### src/rtl/rrmx_pkg.sv
`timescale 1ns/1ps
package rrmx_pkg;
   // two-bit symbol: {request, priority}
   typedef logic [1:0] sym_t;

   function automatic sym_t make_sym(input logic r, input logic p);
      return {r, p};
   endfunction

   function automatic bit is_pow2(input int v);
      return (v >= 2) && ((v & (v - 1)) == 0);
   endfunction
endpackage

### src/rtl/rrmx_node.sv
`timescale 1ns/1ps
module rrmx_node
   import rrmx_pkg::*;
#(
   parameter int DW = 8
) (
   input  sym_t          l_sym,
   input  logic [DW-1:0] l_dat,
   input  sym_t          r_sym,
   input  logic [DW-1:0] r_dat,
   output sym_t          o_sym,
   output logic [DW-1:0] o_dat,
   output logic          o_left
);
   // ties go right: left must be strictly larger
   assign o_left = (l_sym > r_sym);
   assign o_sym  = o_left ? l_sym : r_sym;
   assign o_dat  = o_left ? l_dat : r_dat;
endmodule

### src/rtl/rrmx_tree.sv
`timescale 1ns/1ps
module rrmx_tree
   import rrmx_pkg::*;
#(
   parameter int N  = 8,
   parameter int DW = 8
) (
   input  logic [2*N-1:0]  syms,
   input  logic [N*DW-1:0] dats,
   output logic [N-1:0]    grant,
   output logic [DW-1:0]   root_dat,
   output logic            root_valid
);
   localparam int NODES = 2 * N - 1;

   // heap numbering: node n has right child 2n, left child 2n+1;
   // leaf i sits at N+i, so higher indices lie to the left
   sym_t          nsym [1:NODES];
   logic [DW-1:0] ndat [1:NODES];
   logic [N-1:1]  nflag;
   logic          nsel [1:NODES];

   genvar gi;
   for (gi = 0; gi < N; gi++) begin : g_leaf
      assign nsym[N+gi] = syms[2*gi +: 2];
      assign ndat[N+gi] = dats[gi*DW +: DW];
   end

   for (gi = 1; gi < N; gi++) begin : g_node
      rrmx_node #(.DW(DW)) u_node (
         .l_sym  (nsym[2*gi+1]),
         .l_dat  (ndat[2*gi+1]),
         .r_sym  (nsym[2*gi]),
         .r_dat  (ndat[2*gi]),
         .o_sym  (nsym[gi]),
         .o_dat  (ndat[gi]),
         .o_left (nflag[gi])
      );
   end

   // walk the flags downward; root enabled only by a live request
   assign nsel[1] = nsym[1][1];
   for (gi = 2; gi <= NODES; gi++) begin : g_path
      if (gi % 2 == 1) begin : g_lft
         assign nsel[gi] = nsel[gi/2] & nflag[gi/2];
      end else begin : g_rgt
         assign nsel[gi] = nsel[gi/2] & ~nflag[gi/2];
      end
   end

   for (gi = 0; gi < N; gi++) begin : g_gnt
      assign grant[gi] = nsel[N+gi];
   end

   assign root_dat   = ndat[1];
   assign root_valid = nsym[1][1];
endmodule

### src/rtl/rrmx_prio.sv
`timescale 1ns/1ps
module rrmx_prio #(
   parameter int N = 8
) (
   input  logic         clk,
   input  logic         rst_n,
   input  logic [N-1:0] grant,
   output logic [N-1:0] prio
);
   logic [N-1:0] therm;
   logic         any_gnt;

   // thermometer: set for every position strictly above the granted one
   always_comb begin
      therm = '0;
      for (int i = 1; i < N; i++) begin
         therm[i] = therm[i-1] | grant[i-1];
      end
   end

   assign any_gnt = |grant;

   always_ff @(posedge clk) begin
      if (!rst_n)       prio <= '0;
      else if (any_gnt) prio <= therm;
   end
endmodule

### src/rtl/rrmx_arbmux.sv
`timescale 1ns/1ps
module rrmx_arbmux
   import rrmx_pkg::*;
#(
   parameter int N  = 8,
   parameter int DW = 8
) (
   input  logic            clk,
   input  logic            rst_n,
   input  logic [N-1:0]    req,
   input  logic [N*DW-1:0] data_in,
   output logic [N-1:0]    grant,
   output logic [DW-1:0]   out_data,
   output logic            out_valid
);
   // elaboration-time parameter check
   if (!is_pow2(N)) begin : g_bad_n
      $error("rrmx_arbmux: N must be a power of two >= 2");
   end
   if (DW < 1) begin : g_bad_dw
      $error("rrmx_arbmux: DW must be positive");
   end

   logic [N-1:0]   prio;
   logic [2*N-1:0] syms;

   genvar gi;
   for (gi = 0; gi < N; gi++) begin : g_sym
      assign syms[2*gi +: 2] = make_sym(req[gi], prio[gi]);
   end

   rrmx_tree #(.N(N), .DW(DW)) u_tree (
      .syms       (syms),
      .dats       (data_in),
      .grant      (grant),
      .root_dat   (out_data),
      .root_valid (out_valid)
   );

   rrmx_prio #(.N(N)) u_prio (
      .clk   (clk),
      .rst_n (rst_n),
      .grant (grant),
      .prio  (prio)
   );
endmodule

### config.mk
export PLATFORM = sky130hd
export DESIGN_NAME = rrmx_arbmux
export DESIGN_NICKNAME = d
export VERILOG_FILES = /design/src/rtl/rrmx_pkg.sv /design/src/rtl/rrmx_node.sv /design/src/rtl/rrmx_tree.sv /design/src/rtl/rrmx_prio.sv /design/src/rtl/rrmx_arbmux.sv
export SDC_FILE = /design/constraint.sdc
export NUM_CORES = 1
export LEC_CHECK = 0
export ABC_AREA = 1
export BUFFER_PORTS_ARGS = -buffer_cell sky130_fd_sc_hd__clkbuf_2
export CAP_MARGIN = 20
export CORE_UTILIZATION = 50
export CTS_BUF_LIST = sky130_fd_sc_hd__clkbuf_4
export DETAILED_ROUTE_END_ITERATION = 16
export PLACE_DENSITY = 0.89
export SYNTH_ARGS = -nofsm -noshare
export SYNTH_HDL_FRONTEND = slang
export SYNTH_SLANG_ARGS = --single-unit
### constraint.sdc
create_clock -name clk -period 8 [get_ports clk]
set_clock_uncertainty 0.15 [all_clocks]
set_input_delay 1.6 -clock clk [delete_from_list [all_inputs] [get_ports clk]]
set_output_delay 1.6 -clock clk [all_outputs]
set_load 0.005 [all_outputs]
Word level (Yosys, flattened, before mapping)
Cells that the tools add are included.
{"block": "classes", "order_cmp": 7, "mux": 14, "bitwise": 27, "n_reduce_logical": 1}
{"cell": "8-bit 2-to-1 mux", "n": 7}
{"cell": "1-bit AND", "n": 14}
{"cell": "2-bit > comparator", "n": 7}
{"cell": "2-bit 2-to-1 mux", "n": 7}
{"cell": "8-bit OR reduction", "n": 1}
{"cell": "1-bit NOT", "n": 7}
{"cell": "1-bit OR", "n": 6}
{"block": "word_totals", "regBits": 7, "wordCells": 50}

Logic depth before layout (Yosys ltp)
{"block": "logic_depth", "depth_word": 15, "depth_mapped": 24, "depth_no_buf": 21}

Cells and area by module
A second synthesis with hierarchy kept.
{"block": "unflattened", "cells_unflattened": 337, "hier_area_um2": 1838.0}
{"mod": "rrmx_node", "instances": 7, "cells_per_inst": 40, "area_each_um2": 210.2, "seq_area_each_um2": 0.0}
{"mod": "rrmx_prio", "instances": 1, "cells_per_inst": 38, "area_each_um2": 290.3, "seq_area_each_um2": 140.1}
{"mod": "rrmx_tree", "instances": 1, "cells_per_inst": 19, "area_each_um2": 76.3, "seq_area_each_um2": 0.0}

Least setup slack after synthesis
Ideal clock, no wire load.
{"block": "synth_timing", "path_kind": "input -> output", "from": "input req[6]", "to": "output grant[6]", "arrival_time_ns": 4.196, "required_ns": 6.250, "slack_ns": 2.054, "path_stages": 21, "n_path_buf": 3, "cell_sequence": "inv_1 -> ha_1 -> o21ai_4 -> nand2_2 -> buf_6 -> nand2_1 -> o21ai_1 -> ha_1 -> inv_1 -> nor2_1 -> a21oi_1 -> buf_2 -> nand2_1 -> o21ai_1 -> ha_1 -> nand2_1 -> nand2_1 -> buf_6 -> nor2_4 -> nand2_1 -> a21oi_1"}
{"block": "synth_between", "elab_chain_len": 9, "word_cells_on_any_way": 10}
{"item": "from (decl)", "line": "rrmx_arbmux.sv:10", "text": "input logic [N-1:0] req,"}
{"item": "2-bit > comparator", "line": "rrmx_node.sv:16", "text": "assign o_left = (l_sym > r_sym);"}
{"item": "2-bit 2-to-1 mux", "line": "rrmx_node.sv:17", "text": "assign o_sym = o_left ? l_sym : r_sym;"}
{"item": "2-bit > comparator", "line": "rrmx_node.sv:16"}
{"item": "2-bit 2-to-1 mux", "line": "rrmx_node.sv:17"}
{"item": "2-bit > comparator", "line": "rrmx_node.sv:16"}
{"item": "2-bit 2-to-1 mux", "line": "rrmx_node.sv:17"}
{"item": "1-bit AND (2 in series)", "line": "rrmx_tree.sv:45", "text": "assign nsel[gi] = nsel[gi/2] & nflag[gi/2];"}
{"item": "1-bit AND (*)", "line": "rrmx_tree.sv:47", "text": "assign nsel[gi] = nsel[gi/2] & ~nflag[gi/2];"}
{"item": "to (decl)", "line": "rrmx_arbmux.sv:12", "text": "output logic [N-1:0] grant,"}
Mark *: on every way between the ends. The rest lies on a longest branch, timed or not.

Worst setup path after layout
{"block": "layout_timing", "from": "input req[4]", "to": "output grant[2]"}
{"block": "layout_between", "elab_chain_len": 9, "word_cells_on_any_way": 10}
{"item": "2-bit > comparator", "line": "rrmx_node.sv:16"}
{"item": "2-bit 2-to-1 mux (*)", "line": "rrmx_node.sv:17"}
{"item": "2-bit > comparator", "line": "rrmx_node.sv:16"}
{"item": "2-bit 2-to-1 mux (*)", "line": "rrmx_node.sv:17"}
{"item": "2-bit > comparator", "line": "rrmx_node.sv:16"}
{"item": "2-bit 2-to-1 mux / 1-bit NOT (equally long branches)", "line": "rrmx_node.sv:17, rrmx_tree.sv:47"}
{"item": "1-bit AND (*)", "line": "rrmx_tree.sv:47"}
{"item": "1-bit AND (*)", "line": "rrmx_tree.sv:45"}
{"item": "1-bit AND (*)", "line": "rrmx_tree.sv:47"}
Marked as above.

==> results by group <==
Critical path
  – CP required: around 6.3 ns
  – Arr. time, crit path: roughly 5.3 ns
  – Crit. End Element: primary output
  – Worst R2R Start: u_prio.prio[7]
  – Worst Path Max Fanout: 12
  – CP Class: input port to primary output
  – Critical Path Source Type: input port
  – Critical path startpoint: req[4]

Global route
  – Gr usage total: between 20% and 30%
  – Vias in the first global route: about 1800
  – Overflow after GRT: 0
  – Largest net degree at the start of global routing: 14
  – First-pass GRT wire length: 7250 um
  – Initial antenna violation count: 0

Power
  – Switching Power: about 0.0004 W
  – Pleak: ~1.3 nW
  – Clock Power Share: just over 5%
  – Flop pwr share: under 10%
  – Tot Pwr: 0.000701 W
  – Logic gate share of total power: 86.3%
  – Pwr dens: 340 mW/mm^2
  – Int Power: roughly 0.0003 W
  – Sw frac: 57.2%
  – Max rail drop VDD: between 0.2 and 0.3 mV

Die
  – Rows: 20
  – Initial cell density of the core: around 53%
  – # IOs: 91
  – Die area: ~0.0034 sq mm
  – Core area: between 0.003 and 0.004 sq mm
  – Die Y: 58.5 um
  – Die width: 58.5 um

CTS
  – CTS Buffer Depth: 2
  – Total CTS buffers: 3
  – CTS clk-pin slew, worst paths: 0.05 ns
  – CTS H-tree depth: 1
  – CTS Hold Bufs: 0
  – Post-CTS sizing: 0
  – Clock root buffer: clkbuf_4
  – Clock sink count: 7
  – Clock Latency Late Sink: roughly 0.25 ns
  – Post-CTS Setup Repair Bufs: 0
  – TritonCTS clock tree: built

Drt
  – Via density: 4.80
  – Final WL: between 4000 and 5000 um
  – DRT Pass-1 Iters: 4
  – DRT iter0 DRCs: ~150
  – Antenna Nets Post-Route: 0
  – Wire per inst: approximately 10 um
  – DR DRC count: 0
  – Vias after detailed routing: 2006

Synthesis
  – Area leader, netlist: nand2_1
  – Synth top cells by count: nand2_1, nand3_1, inv_1
  – Synthesized area: approximately 0.0016 sq mm
  – Syn. warnings: 0
  – Gate Count Post-Synth: between 200 and 300
  – Fraction of registers with async set/reset: 0%
  – Synth Flop Type: dfxtp_1
  – Post-synth net total: between 300 and 400
  – EDFF count, synth: 0
  – Syn avg cell area: ~5.5 sq um
  – Top post-synthesis cells by area: nand2_1, nand3_1, ha_1
  – Synth Register Bits: 7
  – Cell with the most instances after synthesis: nand2_1
  – Synth top area share: 24.0%
  – Sequential area share after synthesis: 8.79%
  – Yosys cell types: 24

Final layout
  – Multi-input logic area: approximately 0.0012 sq mm
  – Flip-flop count of the largest register after layout: 7
  – Core Util, Final: approximately two thirds
  – FF+latch area: 140 sq um
  – Area grow syn2layout: 29.4%
  – Layout cell share with drive strength beyond 1: between 20% and 30%
  – Regs by FF count: u_prio.prio (7)
  – Final nets: between 400 and 500
  – Reg with most FFs: u_prio.prio
  – Ant diodes: 0
  – Post-route insts no fill: about 420
  – Fill cells: around 320

STA
  – RSZ-0062 raised after global routing: false
  – Final setup fails: 0
  – Fmax: about 140 MHz
  – Min cycle time layout: 7.08 ns
  – Max Transition Viols Final: 0
  – Setup TNS: 0 ns
  – Slew margin rel.: about half
  – Hold slack: between 0.3 and 0.4 ns
  – Final hold vios: 0
  – Period utilisation layout: between 80% and 90%
  – Slew @ Worst Pin: between 0.7 and 0.8 ns

Worst hold path
  – Hold WC Path Type: flip-flop to flip-flop
  – Hold path start: u_prio.prio[3]

Placed design
  – DP Wirelength: roughly 3600 um
  – IO Port Bufs: 90
  – Placed Cells: 414
  – GP Congestion: 0.854

Run status
  – Status: finished, final reports clean

Job
  – Maxcap violations: 0
per-layer routing:
metal	share of wire (%)	routed length [um]	GRT usage, %	up-vias
met2	47	2040	48.1	91
met1	44	1900	31.7	832
met5	0	0	0	-
li1	-	-	-	1077
met3	7.6	328	5.49	6
met4	0.84	36	5.44	0
path summary, 6_finish.rpt:
check / slack (ns) / end / cells after the start
hold reg to reg: 0.31 / u_prio.prio[3] / 2
hold / removal: 0.31 / u_prio.prio[3] / 2
setup / recovery: 0.92 / grant[2] / 19
setup reg to reg: 4.03 / u_prio.prio[2] / 18
cells by family after synthesis:
group	synth area share [%]
AOI/OAI and AO/OA	10.8
adders and majority gates	14.9
buffers and inverters	16.5
DFF	8.79
and+or+nand+nor	49.1
power groups by stage:
| stage | clock [W] | sequential [W] | combinational, W |
|---|---|---|---|
| 2_1_floorplan | 0 | 0.0000577 | 0.000459 |
| 3_3_place_gp | 0 | 0.0000599 | 0.000584 |
| 3_5_place_dp | 0 | 0.0000605 | 0.000601 |
| 4_1_cts | 0.0000367 | 0.0000600 | 0.000603 |
| 5_1_grt | 0.0000395 | 0.0000619 | 0.000682 |
| 6_report | 0.0000358 | 0.0000602 | 0.000605 |
worst max-delay path: stages:
cell,delay [ns]
clkbuf_2,0.07
inv_1,0.04
ha_1,0.34
o21ai_4,0.31
nand2_4,0.15
o21ai_0,0.27
ha_1,0.28
inv_1,0.09
nor2_1,0.04
a21oi_1,0.58
o21ai_1,0.16
ha_1,0.31
nand2_1,0.05
nand2_1,0.30
inv_2,0.16
nor2_1,0.20
inv_1,0.08
nor3_1,0.16
clkbuf_2,0.15
area by class of cell:
class / count / share of cell area [%]
Timing Repair Buffer: 90 / 21.8
Sequential cell: 7 / 6.80
Clock buffer: 4 / 1.46
Inverter: 52 / 9.47
Multi-Input combinational cell: 221 / 57.8
Tap cell: 44 / 2.67
layout by cell type (no fill, tap or decap), types with 4 or more instances in the layout:
cell type    n
ha_1        19
nor2_1      10
nand2_1    102
inv_1       49
o21ai_0      4
o21ai_1      4
a21oi_1      8
clkbuf_4     4
nand3_1     56
dfxtp_1      7
clkbuf_2    90
nand2_2      4
stage by stage:
| stage | setup WS [ns] | area (sq um) |
|---|---|---|
| 6_report | 0.921 | 2060 |
| 5_1_grt | 0.528 | 2060 |
| 4_1_cts | 0.950 | 2060 |
| 3_5_place_dp | 0.951 | 2030 |
| 3_3_place_gp | 1.14 | 2030 |
| 2_1_floorplan | 2.05 | 1590 |
(Power assumes the default switching activity.)
